File: src/rtl/enc_bank_pkg.sv
package enc_bank_pkg;
  // register pair spacing and offsets inside a channel slot
  localparam int REG_STRIDE = 8;
  localparam int LO_OFS     = 2;
  localparam int HI_OFS     = 3;

  function automatic int lo_addr(input int ch);
    return LO_OFS + ch * REG_STRIDE;
  endfunction

  function automatic int hi_addr(input int ch);
    return HI_OFS + ch * REG_STRIDE;
  endfunction
endpackage

File: src/rtl/enc_rst_sync.sv
module enc_rst_sync (
  input  logic clk,
  input  logic rst_n,
  output logic rst_sync_n
);
  logic s1_q, s2_q;

  always_ff @(posedge clk or negedge rst_n) begin
    if (!rst_n) begin
      s1_q <= 1'b0;
      s2_q <= 1'b0;
    end else begin
      s1_q <= 1'b1;
      s2_q <= s1_q;
    end
  end

  assign rst_sync_n = s2_q;
endmodule

File: src/rtl/enc_cmd_ctrl.sv
module enc_cmd_ctrl #(
  parameter int              NUM_CH      = 4,
  parameter int              CMD_W       = 8,
  parameter logic [CMD_W-1:0] DEFAULT_CMD = 8'h42
) (
  input  logic              clk,
  input  logic              rst_n,
  input  logic              host_req,
  input  logic [CMD_W-1:0]  host_cmd,
  input  logic              any_busy,
  output logic              issue,
  output logic [NUM_CH-1:0] eng_start,
  output logic [CMD_W-1:0]  eng_cmd
);
  logic             boot_q, boot_d;
  logic             start_q, start_d;
  logic [CMD_W-1:0] cmd_q, cmd_d;

  always_comb begin
    issue   = !any_busy && (boot_q || host_req);
    boot_d  = boot_q && !issue;
    start_d = issue;
    cmd_d   = boot_q ? DEFAULT_CMD : host_cmd;
  end

  always_ff @(posedge clk or negedge rst_n) begin
    if (!rst_n) begin
      boot_q  <= 1'b1;
      start_q <= 1'b0;
      cmd_q   <= '0;
    end else begin
      boot_q  <= boot_d;
      start_q <= start_d;
      if (issue) cmd_q <= cmd_d;
    end
  end

  assign eng_start = {NUM_CH{start_q}};
  assign eng_cmd   = cmd_q;
endmodule

File: src/rtl/enc_chan_regs.sv
module enc_chan_regs #(
  parameter int DATA_W = 24,
  parameter int RES_W  = 32,
  parameter int STAT_W = 8,
  localparam int MSB_W = RES_W - DATA_W
) (
  input  logic              clk,
  input  logic              rst_n,
  input  logic              issue,
  input  logic              done,
  input  logic [RES_W-1:0]  data,
  input  logic [STAT_W-1:0] stat,
  output logic              busy,
  output logic [DATA_W-1:0] lo,
  output logic [MSB_W-1:0]  msb,
  output logic [STAT_W-1:0] stat_q
);
  logic              busy_d, lo_en, hi_en;
  logic [DATA_W-1:0] lo_d;

  always_comb begin
    hi_en  = done && busy && !issue;
    lo_en  = issue || hi_en;
    busy_d = issue ? 1'b1 : (hi_en ? 1'b0 : busy);
    lo_d   = issue ? '0 : data[DATA_W-1:0];
  end

  always_ff @(posedge clk or negedge rst_n) begin
    if (!rst_n) begin
      busy   <= 1'b0;
      lo     <= '0;
      msb    <= '0;
      stat_q <= '0;
    end else begin
      busy <= busy_d;
      if (lo_en) lo <= lo_d;
      if (hi_en) begin
        msb    <= data[RES_W-1:DATA_W];
        stat_q <= stat;
      end
    end
  end
endmodule

File: src/rtl/enc_rd_mux.sv
module enc_rd_mux import enc_bank_pkg::*; #(
  parameter int NUM_CH = 4,
  parameter int DATA_W = 24,
  parameter int MSB_W  = 8,
  parameter int STAT_W = 8,
  parameter int ADDR_W = 5,
  localparam int BUSY_LSB = MSB_W + STAT_W
) (
  input  logic [ADDR_W-1:0]        rd_addr,
  input  logic [NUM_CH-1:0]        busy,
  input  logic [NUM_CH*DATA_W-1:0] lo_flat,
  input  logic [NUM_CH*MSB_W-1:0]  msb_flat,
  input  logic [NUM_CH*STAT_W-1:0] stat_flat,
  output logic [DATA_W-1:0]        rd_data
);
  always_comb begin
    rd_data = '0;
    for (int ch = 0; ch < NUM_CH; ch++) begin
      if (rd_addr == ADDR_W'(lo_addr(ch))) begin
        rd_data = lo_flat[ch*DATA_W +: DATA_W];
      end else if (rd_addr == ADDR_W'(hi_addr(ch))) begin
        rd_data[MSB_W-1:0]         = msb_flat[ch*MSB_W +: MSB_W];
        rd_data[MSB_W +: STAT_W]   = stat_flat[ch*STAT_W +: STAT_W];
        rd_data[BUSY_LSB +: NUM_CH] = busy;
      end
    end
  end
endmodule

File: src/rtl/enc_cmd_bank.sv
module enc_cmd_bank import enc_bank_pkg::*; #(
  parameter int              NUM_CH      = 4,
  parameter int              DATA_W      = 24,
  parameter int              RES_W       = 32,
  parameter int              STAT_W      = 8,
  parameter int              CMD_W       = 8,
  parameter int              ADDR_W      = 5,
  parameter logic [CMD_W-1:0] DEFAULT_CMD = 8'h42
) (
  input  logic                     clk,
  input  logic                     rst_n,
  input  logic                     wr_en,
  input  logic [ADDR_W-1:0]        wr_addr,
  input  logic [DATA_W-1:0]        wr_data,
  input  logic [ADDR_W-1:0]        rd_addr,
  output logic [DATA_W-1:0]        rd_data,
  output logic [NUM_CH-1:0]        eng_start,
  output logic [CMD_W-1:0]         eng_cmd,
  input  logic [NUM_CH-1:0]        eng_done,
  input  logic [NUM_CH*RES_W-1:0]  eng_data,
  input  logic [NUM_CH*STAT_W-1:0] eng_stat
);
  localparam int MSB_W = RES_W - DATA_W;

  logic                     rst_int_n;
  logic                     issue;
  logic                     host_req;
  logic [NUM_CH-1:0]        cmd_hit;
  logic [NUM_CH-1:0]        busy_vec;
  logic [NUM_CH*DATA_W-1:0] lo_flat;
  logic [NUM_CH*MSB_W-1:0]  msb_flat;
  logic [NUM_CH*STAT_W-1:0] stat_flat;
  logic                     unused_wr_hi;

  assign unused_wr_hi = ^wr_data[DATA_W-1:CMD_W];

  enc_rst_sync u_rst_sync (
    .clk        (clk),
    .rst_n      (rst_n),
    .rst_sync_n (rst_int_n)
  );

  for (genvar ch = 0; ch < NUM_CH; ch++) begin : g_dec
    assign cmd_hit[ch] = (wr_addr == ADDR_W'(lo_addr(ch)));
  end

  assign host_req = wr_en && (|cmd_hit);

  enc_cmd_ctrl #(
    .NUM_CH      (NUM_CH),
    .CMD_W       (CMD_W),
    .DEFAULT_CMD (DEFAULT_CMD)
  ) u_ctrl (
    .clk       (clk),
    .rst_n     (rst_int_n),
    .host_req  (host_req),
    .host_cmd  (wr_data[CMD_W-1:0]),
    .any_busy  (|busy_vec),
    .issue     (issue),
    .eng_start (eng_start),
    .eng_cmd   (eng_cmd)
  );

  for (genvar ch = 0; ch < NUM_CH; ch++) begin : g_chan
    enc_chan_regs #(
      .DATA_W (DATA_W),
      .RES_W  (RES_W),
      .STAT_W (STAT_W)
    ) u_chan (
      .clk    (clk),
      .rst_n  (rst_int_n),
      .issue  (issue),
      .done   (eng_done[ch]),
      .data   (eng_data[ch*RES_W +: RES_W]),
      .stat   (eng_stat[ch*STAT_W +: STAT_W]),
      .busy   (busy_vec[ch]),
      .lo     (lo_flat[ch*DATA_W +: DATA_W]),
      .msb    (msb_flat[ch*MSB_W +: MSB_W]),
      .stat_q (stat_flat[ch*STAT_W +: STAT_W])
    );
  end

  enc_rd_mux #(
    .NUM_CH (NUM_CH),
    .DATA_W (DATA_W),
    .MSB_W  (MSB_W),
    .STAT_W (STAT_W),
    .ADDR_W (ADDR_W)
  ) u_rd_mux (
    .rd_addr   (rd_addr),
    .busy      (busy_vec),
    .lo_flat   (lo_flat),
    .msb_flat  (msb_flat),
    .stat_flat (stat_flat),
    .rd_data   (rd_data)
  );
endmodule

File: config.mk
export PLATFORM = sky130hd
export DESIGN_NAME = enc_cmd_bank
export DESIGN_NICKNAME = d
export VERILOG_FILES = /design/src/rtl/enc_bank_pkg.sv /design/src/rtl/enc_rst_sync.sv /design/src/rtl/enc_cmd_ctrl.sv /design/src/rtl/enc_chan_regs.sv /design/src/rtl/enc_rd_mux.sv /design/src/rtl/enc_cmd_bank.sv
export SDC_FILE = /design/constraint.sdc
export NUM_CORES = 1
export LEC_CHECK = 0
export BUFFER_PORTS_ARGS = -buffer_cell sky130_fd_sc_hd__buf_2
export CORE_ASPECT_RATIO = 2
export CORE_UTILIZATION = 56
export CTS_CLUSTER_DIAMETER = 100
export DETAILED_ROUTE_END_ITERATION = 10
export GPL_TIMING_DRIVEN = 0
export PLACE_DENSITY = 0.92
export SLEW_MARGIN = 5
export SYNTH_ARGS = -nofsm -noshare
export SYNTH_HDL_FRONTEND = slang
export SYNTH_SLANG_ARGS = --single-unit
File: constraint.sdc
create_clock -name clk -period 11.41 [get_ports clk]
set_input_delay 2.282 -clock clk [delete_from_list [all_inputs] [get_ports clk]]
set_output_delay 2.282 -clock clk [all_outputs]
set_load 0.02 [all_outputs]
==> impl_metrics.yaml, run 1 <==
logic_synthesis:
  yosysMostFrequentCell: "dfrtp_1"
  synth-seq-area-share_pct: 54.2
  avgSynthCellArea_um2: 12.5
  ys.flop_type: "dfrtp_1"
  post_synth_num_cell_types: 52
  ys_top_cells_by_area: "dfrtp_1 54%, a22o_1 10%, mux2_2 8.7%"
  synth.top_cell.area_share_pct: 53.9
  yosysWarnings: 0
  postSynthCellCount: 652
  synth_top_area_cell: "dfrtp_1"
  synth_edf_count: 0
  synthesis.area_um2: 8130
  ys_async_sr_fraction_pct: 100
  synth.top_cells.by_count: "175 x dfrtp_1, 96 x a22o_1, 63 x mux2_2, 34 x nand2_1, 22 x clkbuf_1"
  syn_nets: 853
  ys_ff_latch: 176
timing:
  setup-tns-final_ps: 0
  fin_crit_ps: 6360
  fin_skew_ps: 14.4
  hold_ws_ps: 320
  setup_viol: 0
  period_share_pct: 55.7
  slew_violations: 0
  setup_slack_ps: 5050
  slew_headroom_pct: 53.5
  rsz0062_at_grt: "false"
  tightest_slew_ps: 698
  max_freq_mhz: 157
  hold_violations: 0
worst_setup_path:
  worstReg2RegStart: "g_chan[2].u_chan.busy$_DFFE_PN0P_"
  worstPathMaxFanout: 10
  critPathMaxStageDelay_ps: 440
  startpoint_type: "primary input"
  critical_path.endpoint_type: "primary output"
  rr_endpoint: "g_chan[2].u_chan.stat_q[4]$_DFFE_PN0P_"
  crit_chain: "buf_2, buf_6, nand2_1, or3_1, clkbuf_1, o22ai_1, nor3b_1, buf_2"
  crit_path_frequent_cell: "buf_2"
  crit_type: "in2out"
  r2r_slack_ps: 9630
  required_ps: 9130
  rr_worst_depth: 4
  slowest_stage: "clkbuf_1"
  arrival_ps: 4070
power_and_ir_drop:
  p_leak_nw: 4.87
  pwr-share-clk_pct: 29.8
  pwr-share-comb_pct: 21.1
  intPower_w: 0.00132
  powerDensity_nw_per_um2: 186
  p_switching_w: 0.000554
  seq_power_share_pct: 49.1
  ir_worst_vdd_mv: 0.142
  power_switching_share_pct: 29.6
routing:
  drt-total-wl_um: 24900
  drc: 0
  ant_nets: 0
  wl_per_cell_um: 22.6
  drtIter0Drc: 595
  avgViaCountPerCell: 6.24
  vias: 6881
  drt_first_pass_iters: 5
clock_network:
  clkSinkCount: 176
  cts_buffers: 17
  clk_pin_slew_ps: 60
  insertion_delay_ps: 450
  cts_tree: "done"
  clockBufferDepth: 2
  htree_levels: 4
  cts_root_buf: "clkbuf_16"
  post_cts_buffers: 0
  cts_hold_buf: 0
  cts.repair.resized: 0
placement:
  place_area_um2: 9520
  dp_slack_ps: 5110
  gp_congestion: 0.916
  dp_cells: 1064
  dp_hpwl_um: 18400
  port_buffers: 217
status:
  run_status: "complete, no violations"
layout:
  fin_cells: 1102
  multiInputGateArea_um2: 3320
  regArea_um2: 4410
  fillerInstances: 1044
  num-nets-final: 1092
  stdcell_area_um2: 10100
  areaGrowthSynthToFinish_pct: 24.2
  drive_gt1_share_pct: 41.4
global_routing:
  antenna_found_initial: 7
  grt_start_max_net_pins: 56
  grt_pass1_wl_um: 37600
  grt_util_all_layers_pct: 34.8
  grt_overflow: 0
  grt_pass1_vias: 7170
floorplan:
  ioPinCount: 237
  die_x_um: 87.2
  dieArea_um2: 15000
  core_um2: 14300
  die_h_um: 172
  rows: 62
  initial_core_util_pct: 56.9
min_path:
  worst_hold_path_type: "reg2async"
job:
  cap_violations: 0
[state kept, by name, summed over array words and instances (netlist names)]
| signal | count |
|---|---|
| g_chan.u_chan.busy | 4 |
| g_chan.u_chan.lo | 96 |
| g_chan.u_chan.msb | 32 |
| g_chan.u_chan.stat_q | 32 |
| u_ctrl.boot_q | 1 |
| u_ctrl.eng_cmd | 8 |
| u_ctrl.start_q | 1 |
| u_rst_sync.rst_sync_n | 1 |
| u_rst_sync.s1_q | 1 |
[stage by stage]
| step | total power [W] | utilization [%] |
|---|---|---|
| 2_1_floorplan | 0.00116 | - |
| 3_3_place_gp | 0.00128 | 66.2 |
| 3_5_place_dp | 0.00131 | 66.7 |
| 4_1_cts | 0.00187 | 70.6 |
| 5_1_grt | 0.00195 | 70.7 |
| 6_report | 0.00187 | 70.7 |
[final cells by class]
class	instances	share of cell area, %
Inverter	9	0.359
Clock buffer	19	4.49
Sequential cell	176	43.7
Tap cell	192	2.38
Buffer	60	3.59
Antenna cell	7	0.173
Timing Repair Buffer	220	11.4
Multi-Input combinational cell	407	32.9
Clock inverter	12	1.02
[cells in the final DEF, fill, tap and decap left out, types with 8 or more instances in the layout]
cell         n
a21oi_1     18
buf_6       12
mux2_1       9
dfrtp_1    174
nand2b_1    11
mux2_2      63
clkbuf_1    22
nand2_1     34
a22oi_1     10
nor2b_1     12
a22o_1      96
buf_2      237
nor2_1       9
clkbuf_16   17
nor3b_1     14
o21ai_0     20
inv_1        8
o22ai_1     15
[logic make-up (layout without fill, tap and decap cells)]
logic type	count (synthesis)	count (layout)	share of synthesized area, %
and+or+nand+nor	117	117	8.68
buffers and inverters	69	320	4.91
other	1	8	0.0461
DFF	176	176	54.2
muxes	86	86	12.8
AOI/OAI and AO/OA	203	203	19.4
[how the worst max path moves through the flow]
stage,endpoint,slack (ps),start
final,rd_data[11],5050,rd_addr[0]
after global routing,rd_data[4],5020,rd_addr[0]
after CTS,rd_data[4],5090,rd_addr[0]
after detailed placement,rd_data[4],5110,rd_addr[0]
after global placement,g_chan[0].u_chan.msb[5]$_DFFE_PN0P_,4460,u_rst_sync.rst_sync_n$_DFF_PN0_
after floorplan,rd_data[12],5570,rd_addr[2]
[routing by layer]
layer | wire (um) | track usage, %
met1 | 8420 | 38.3
met2 | 12700 | 57.7
met3 | 1720 | 6.54
met4 | 2020 | 28.2
met5 | 0 | 0
[power groups by stage]
stage                     Clock [W]  Sequential [W]  Combinational (W)
after floorplan                   0        0.000899           0.000265
after global placement            0        0.000922           0.000361
final                      0.000558        0.000921           0.000395
after global routing       0.000586        0.000937           0.000427
after CTS                  0.000563        0.000916           0.000392
after detailed placement          0        0.000921           0.000388
[worst max-delay path, delay by kind of cell]
kind | cells | cell delay, ps
buf+inv | 4 | 920
compound gates | 1 | 190
simple gates | 3 | 680
Note: power is estimated with default switching activity, not from simulation.
==> run 2: changes to the inputs <==
--- a/config.mk
+++ b/config.mk
@@ -5,13 +5,14 @@
 export SDC_FILE = /design/constraint.sdc
 export NUM_CORES = 1
 export LEC_CHECK = 0
+export ABC_AREA = 1
 export BUFFER_PORTS_ARGS = -buffer_cell sky130_fd_sc_hd__buf_2
 export CORE_ASPECT_RATIO = 2
-export CORE_UTILIZATION = 56
+export CORE_UTILIZATION = 47
 export CTS_CLUSTER_DIAMETER = 100
 export DETAILED_ROUTE_END_ITERATION = 10
 export GPL_TIMING_DRIVEN = 0
-export PLACE_DENSITY = 0.92
+export PLACE_DENSITY = 0.83
 export SLEW_MARGIN = 5
 export SYNTH_ARGS = -nofsm -noshare
 export SYNTH_HDL_FRONTEND = slang
==> constraint.sdc (replaced) <==
create_clock -name clk -period 5.24 [get_ports clk]
set_input_delay 1.048 -clock clk [delete_from_list [all_inputs] [get_ports clk]]
set_output_delay 1.048 -clock clk [all_outputs]
set_load 0.02 [all_outputs]
==> run 2 against run 1 <==
Non-clock buffer count up 9. Routed wire length up 7.2%. Synthesized cell count up 45%. Via count up 13%. Critical endpoint is now rd_data[21]. Largest power group unchanged. Highest routed layer unchanged.
==> impl_metrics.yaml, run 2 <==
global_routing:
  grt_overflow: 0
  antenna_found_initial: 5
  grt_pass1_wl_um: 40400
  grt_start_max_net_pins: 63
  grt_pass1_vias: 7865
  grt_util_all_layers_pct: 30.3
clock_network:
  insertion_delay_ps: 440
  clk_pin_slew_ps: 70
  clockBufferDepth: 2
  cts_tree: "done"
  cts_root_buf: "clkbuf_16"
  htree_levels: 4
  cts_buffers: 17
  clkSinkCount: 176
  cts_hold_buf: 0
  cts.repair.resized: 0
  post_cts_buffers: 0
logic_synthesis:
  post_synth_num_cell_types: 30
  postSynthCellCount: 944
  synthAdderAreaFrac_pct: 0
  syn_nets: 1145
  synth_top_area_cell: "dfrtp_1"
  synth.top_cells.by_count: "211 x nand3_1, 201 x nand2_1, 175 x dfrtp_1, 52 x mux2_2, 46 x nor2_1"
  ys_top_cells_by_area: "dfrtp_1 52%, nand3_1 13%, nand2_1 9.0%"
  synth-seq-area-share_pct: 52.5
  synth_mux_area_share_pct: 6.98
  synthSimpleGateAreaFrac_pct: 28.1
  ys.flop_type: "dfrtp_1"
  avgSynthCellArea_um2: 8.89
  synthXorXnorAreaFrac_pct: 0
  synthesis.area_um2: 8390
  synth_top_family_by_area: "simple AND/OR/NAND/NOR gates"
  yosysWarnings: 0
  synth-compound-area-share_pct: 5.44
  ys_async_sr_fraction_pct: 100
  ys_ff_latch: 176
  yosysMostFrequentCell: "nand3_1"
  synth.top_cell.area_share_pct: 52.2
  synth_edf_count: 0
power_and_ir_drop:
  powerDensity_nw_per_um2: 471
  ir_worst_vdd_mv: 0.260
  p_leak_nw: 5.39
min_path:
  hold_path_end: "u_rst_sync.rst_sync_n$_DFF_PN0_"
  hold_start: "u_rst_sync.s1_q$_DFF_PN0_"
  worst_hold_path_type: "reg2reg"
  whs_path_depth: 0
routing:
  ant_nets: 0
  drt-met1-wl_um: 9030
  drt_first_pass_iters: 5
  vias: 7790
  highest_layer: "met4"
  avgViaCountPerCell: 5.54
  drtIter0Drc: 605
  drc: 0
  drt-total-wl_um: 26700
  wl_met2_um: 14400
  wl_per_cell_um: 19.0
  met3_length_um: 1290
placement:
  gp_congestion: 0.928
  dp_hpwl_um: 21000
  port_buffers: 213
worst_setup_path:
  worstPathMaxFanout: 10
  worstReg2RegStart: "g_chan[2].u_chan.busy$_DFFE_PN0P_"
  startpoint_type: "primary input"
  arrival_ps: 2700
  crit_type: "in2out"
  r2r_slack_ps: 3430
  rr_endpoint: "g_chan[2].u_chan.lo[14]$_DFFE_PN0P_"
  critical_path.endpoint_type: "primary output"
  rr_worst_depth: 6
  required_ps: 4190
timing:
  fin_skew_ps: 5.56
  hold_ws_ps: 370
  setup-tns-final_ps: 0
  hold_violations: 0
  period_share_pct: 71.5
  setup_viol: 0
  slew_headroom_pct: 51.7
  rsz0062_at_grt: "false"
  slew_violations: 0
  tightest_slew_ps: 724
  max_freq_mhz: 267
  fin_crit_ps: 3740
layout:
  reg_top3: "g_chan.u_chan.lo (96), g_chan.u_chan.msb (32), g_chan.u_chan.stat_q (32)"
  fillerInstances: 1549
  final_cell_mix: "242 x buf_2, 211 x nand3_1, 201 x nand2_1"
  num-nets-final: 1379
  areaGrowthSynthToFinish_pct: 23.3
  final_common_cell: "buf_2"
  drive_gt1_share_pct: 30.5
  largest-register: "g_chan.u_chan.lo"
  largest_reg_flops: 96
floorplan:
  dieArea_um2: 18400
  ioPinCount: 237
  rows: 68
  initial_core_util_pct: 48.3
  die_h_um: 191
  die_x_um: 96.5
  core_um2: 17400
job:
  cap_violations: 0
status:
  run_status: "complete, no violations"
==> run 2: cell families (layout without fill, tap and decap cells) <==
| family | Yosys count | count (layout) |
|---|---|---|
| AND/OR/NAND/NOR | 508 | 508 |
| AO/OA/AOI/OAI | 84 | 84 |
| other | 1 | 6 |
| multiplexers | 52 | 52 |
| flip-flops | 176 | 176 |
| buffers and inverters | 123 | 370 |
==> run 2: worst max-delay path by stage <==
stage,start,to,slack (ps),cells after the start
4_1_cts,rd_addr[2],rd_data[21],1540,10
2_1_floorplan,rd_addr[4],rd_data[20],1980,6
5_1_grt,rd_addr[2],rd_data[21],1430,10
3_5_place_dp,rd_addr[2],rd_data[21],1560,10
6_report,rd_addr[2],rd_data[21],1500,10
3_3_place_gp,u_rst_sync.rst_sync_n$_DFF_PN0_,g_chan[1].u_chan.stat_q[4]$_DFFE_PN0P_,1400,0
==> run 2: cell type report <==
class                      instances  area, um2  share of cell area, %
antenna                            5       12.5                  0.121
buffer                            74        389                   3.76
clock buffer                      17        425                   4.11
clock inverter                    15        128                   1.23
inverter                          49        189                   1.83
multi-input combinational        645       3410                   32.9
sequential                       176       4410                   42.6
tap                              210        263                   2.54
timing repair buffer             215       1120                   10.8
==> run 2: per-stage QoR <==
stage | power (W) | setup WS [ps] | cells | utilization [%] | area [um2]
floorplan | 0.00317 | 1980 | 944 | - | 8390
global placement | 0.00359 | 1400 | 1367 | 56.0 | 9720
detailed placement | 0.00367 | 1560 | 1369 | 56.3 | 9780
CTS | 0.00487 | 1540 | 1401 | 59.5 | 10300
global route | 0.00516 | 1430 | 1406 | 59.6 | 10300
finish | 0.00488 | 1500 | 1406 | 59.6 | 10300
==> run 2: metal layers <==
metal / up-vias / global-route usage [%]
li1: 3654 / -
met1: 3700 / 31.8
met2: 326 / 53.4
met3: 110 / 4.22
met4: 0 / 21.8
met5: - / 0
==> run 2: report_power, final <==
group	total, W	internal [W]	switching (W)
Combinational	0.00135	0.000561	0.000786
Sequential	0.00232	0.00198	0.000343
Clock	0.00121	0.000623	0.000586
==> run 2: critical path, stage by stage <==
cell and delay (ps):
buf_2 120, inv_1 50, nand2_1 160, nor2_4 210
inv_2 70, nor2_1 280, buf_2 320, nand2_1 100
o2111ai_1 120, buf_2 220
==> run 3: changes to the inputs <==
--- a/config.mk
+++ b/config.mk
@@ -5,7 +5,7 @@
 export SDC_FILE = /design/constraint.sdc
 export NUM_CORES = 1
 export LEC_CHECK = 0
-export ABC_AREA = 1
+export ABC_AREA = 0
 export BUFFER_PORTS_ARGS = -buffer_cell sky130_fd_sc_hd__buf_2
 export CORE_ASPECT_RATIO = 2
 export CORE_UTILIZATION = 47
==> constraint.sdc (replaced) <==
create_clock -name clk -period 3 [get_ports clk]
set_input_delay 0.6 -clock clk [delete_from_list [all_inputs] [get_ports clk]]
set_output_delay 0.6 -clock clk [all_outputs]
set_load 0.02 [all_outputs]
==> run 3 against run 2 <==
Routed wire length is 7.2% lower. Die area is 3.1% lower. Critical path type unchanged. Flip-flop and latch count stayed put. Sequential share of layout area is 0.56 points higher. Setup slack worse by 1400 ps. Utilization is 0.99 points higher. Clock power is 91% higher. Combinational power is 10% higher.
==> impl_metrics.yaml, run 3 (synthesis results as in run 1) <==
min_path:
  worst_hold_path_type: "reg2async"
global_routing:
  grt_overflow: 0
  grt_pass1_wl_um: 37800
  grt_util_all_layers_pct: 29.1
  grt_start_max_net_pins: 58
  antenna_found_initial: 7
  grt_pass1_vias: 6988
placement:
  port_buffers: 217
  dp_slack_ps: 42.6
  dp_hpwl_um: 19000
  gp_congestion: 0.895
  place_area_um2: 9560
worst_setup_path:
  r2r_slack_ps: 1240
  crit_end: "rd_data[4]"
  crit_type: "in2out"
  critical_path.endpoint_type: "primary output"
  worstPathMaxFanout: 10
  startpoint_type: "primary input"
  rr_worst_depth: 4
  required_ps: 2400
  rr_endpoint: "g_chan[2].u_chan.stat_q[4]$_DFFE_PN0P_"
  worstReg2RegStart: "g_chan[2].u_chan.busy$_DFFE_PN0P_"
  cp-startpoint: "rd_addr[3]"
  arrival_ps: 2350
layout:
  final_common_cell: "buf_2"
  largest-register: "g_chan.u_chan.lo"
  reg_top3: "g_chan.u_chan.lo (96), g_chan.u_chan.msb (32), g_chan.u_chan.stat_q (32)"
  largest_reg_flops: 96
  drive_gt1_share_pct: 41.8
  areaGrowthSynthToFinish_pct: 25.6
  final_cell_mix: "237 x buf_2, 174 x dfrtp_1, 96 x a22o_1"
  post-route-util_pct: 60.6
  num-nets-final: 1093
  stdcell_area_um2: 10200
floorplan:
  rows: 67
  ioPinCount: 237
  dieArea_um2: 17900
  die_x_um: 95.0
  initial_core_util_pct: 48.2
  core_um2: 16800
  die_h_um: 188
routing:
  drtIter0Drc: 435
  wl_per_cell_um: 22.2
  vias: 6628
  drc: 0
  ant_nets: 0
  avgViaCountPerCell: 5.93
  drt_first_pass_iters: 6
  drt-total-wl_um: 24800
power_and_ir_drop:
  p_leak_nw: 4.91
  powerDensity_nw_per_um2: 713
  ir_worst_vdd_mv: 0.374
clock_network:
  clkSinkCount: 176
  cts_buffers: 17
  clockBufferDepth: 2
  htree_levels: 4
  insertion_delay_ps: 430
  cts_tree: "done"
  clk_pin_slew_ps: 70
  cts_root_buf: "clkbuf_16"
timing:
  fin_skew_ps: 6.79
  rsz0062_at_grt: "false"
  slew_violations: 0
  max_freq_mhz: 339
  hold_violations: 0
  period_share_pct: 98.3
  setup_slack_ps: 51.5
  setup_viol: 0
  fin_crit_ps: 2950
  tightest_slew_ps: 695
  slew_headroom_pct: 53.7
status:
  run_status: "complete, no violations"
job:
  cap_violations: 0
## run 3: cell types whose count changed in the layout (fill, tap and decap cells not counted), moves of 12 or more
cell	delta
a21oi_1	-13
a22o_1	+96
inv_1	-36
nand2_1	-167
nand3_1	-204
nand4_1	-36
nor2_1	-38
nor2b_1	+12
nor3b_1	+14
o21ai_0	-20
o22ai_1	+15
## run 3: worst min path at each step
| stage | from | end | depth (start not counted) | slack [ps] |
|---|---|---|---|---|
| 2_1_floorplan | rst_n | u_rst_sync.rst_sync_n$_DFF_PN0_ | 0 | 300 |
| 3_3_place_gp | u_rst_sync.s1_q$_DFF_PN0_ | u_rst_sync.rst_sync_n$_DFF_PN0_ | 0 | 340 |
| 3_5_place_dp | u_rst_sync.rst_sync_n$_DFF_PN0_ | g_chan[3].u_chan.lo[21]$_DFFE_PN0P_ | 0 | 210 |
| 4_1_cts | u_rst_sync.rst_sync_n$_DFF_PN0_ | g_chan[3].u_chan.lo[21]$_DFFE_PN0P_ | 0 | 220 |
| 5_1_grt | u_rst_sync.rst_sync_n$_DFF_PN0_ | g_chan[3].u_chan.lo[21]$_DFFE_PN0P_ | 0 | 230 |
| 6_report | u_rst_sync.rst_sync_n$_DFF_PN0_ | g_chan[1].u_chan.lo[17]$_DFFE_PN0P_ | 0 | 200 |
## run 3: report_power, final
group	switching, W	total, W	internal [W]
logic	0.000645	0.00149	0.000846
registers	0.000419	0.00348	0.00306
clock network	0.000953	0.00231	0.00136
## run 3: cell type report
type / count / area (um2)
diodes: 7 / 17.5
plain buffers: 60 / 364
clock buffers: 19 / 453
clock inverters: 12 / 158
fillers: 1400 / 6640
inverters: 9 / 36.3
multi-input cells: 407 / 3330
flip-flops and latches: 176 / 4410
well taps: 207 / 259
repair buffers: 221 / 1180
## run 3: per-stage QoR
stage / power (W) / setup TNS, ps / instances / hold WS, ps
2_1_floorplan: 0.00442 / 0 / 652 / 304
4_1_cts: 0.00729 / 0 / 1111 / 216
6_report: 0.00728 / 0 / 1118 / 204
5_1_grt: 0.00761 / 0 / 1118 / 233
3_3_place_gp: 0.00488 / -148980 / 1076 / 337
3_5_place_dp: 0.00497 / 0 / 1079 / 212
## run 3: critical path, cell delays in order
cell and delay [ps]:
buf_2 120, buf_2 210, buf_2 230, nor3b_1 220
a21oi_1 90, o221ai_1 260, nor3b_1 370, buf_2 240
## run 3: what timing repair did
| action | CTS | global route |
|---|---|---|
| gates resized for setup | 0 | 5 |
| hold buffers | 1 | 0 |
| hold endpoints to repair | 2 | 0 |
| setup endpoints to repair | 0 | 5 |
| setup buffers | 0 | 0 |
## run 3: layer usage
metal | global-route usage [%] | share of wire [%] | vias to the layer above
met5 | 0 | 0 | -
met4 | 22.1 | 7.8 | 0
met3 | 4.06 | 5.4 | 112
met2 | 47.7 | 50 | 356
met1 | 33.6 | 37 | 3229
li1 | - | - | 2931
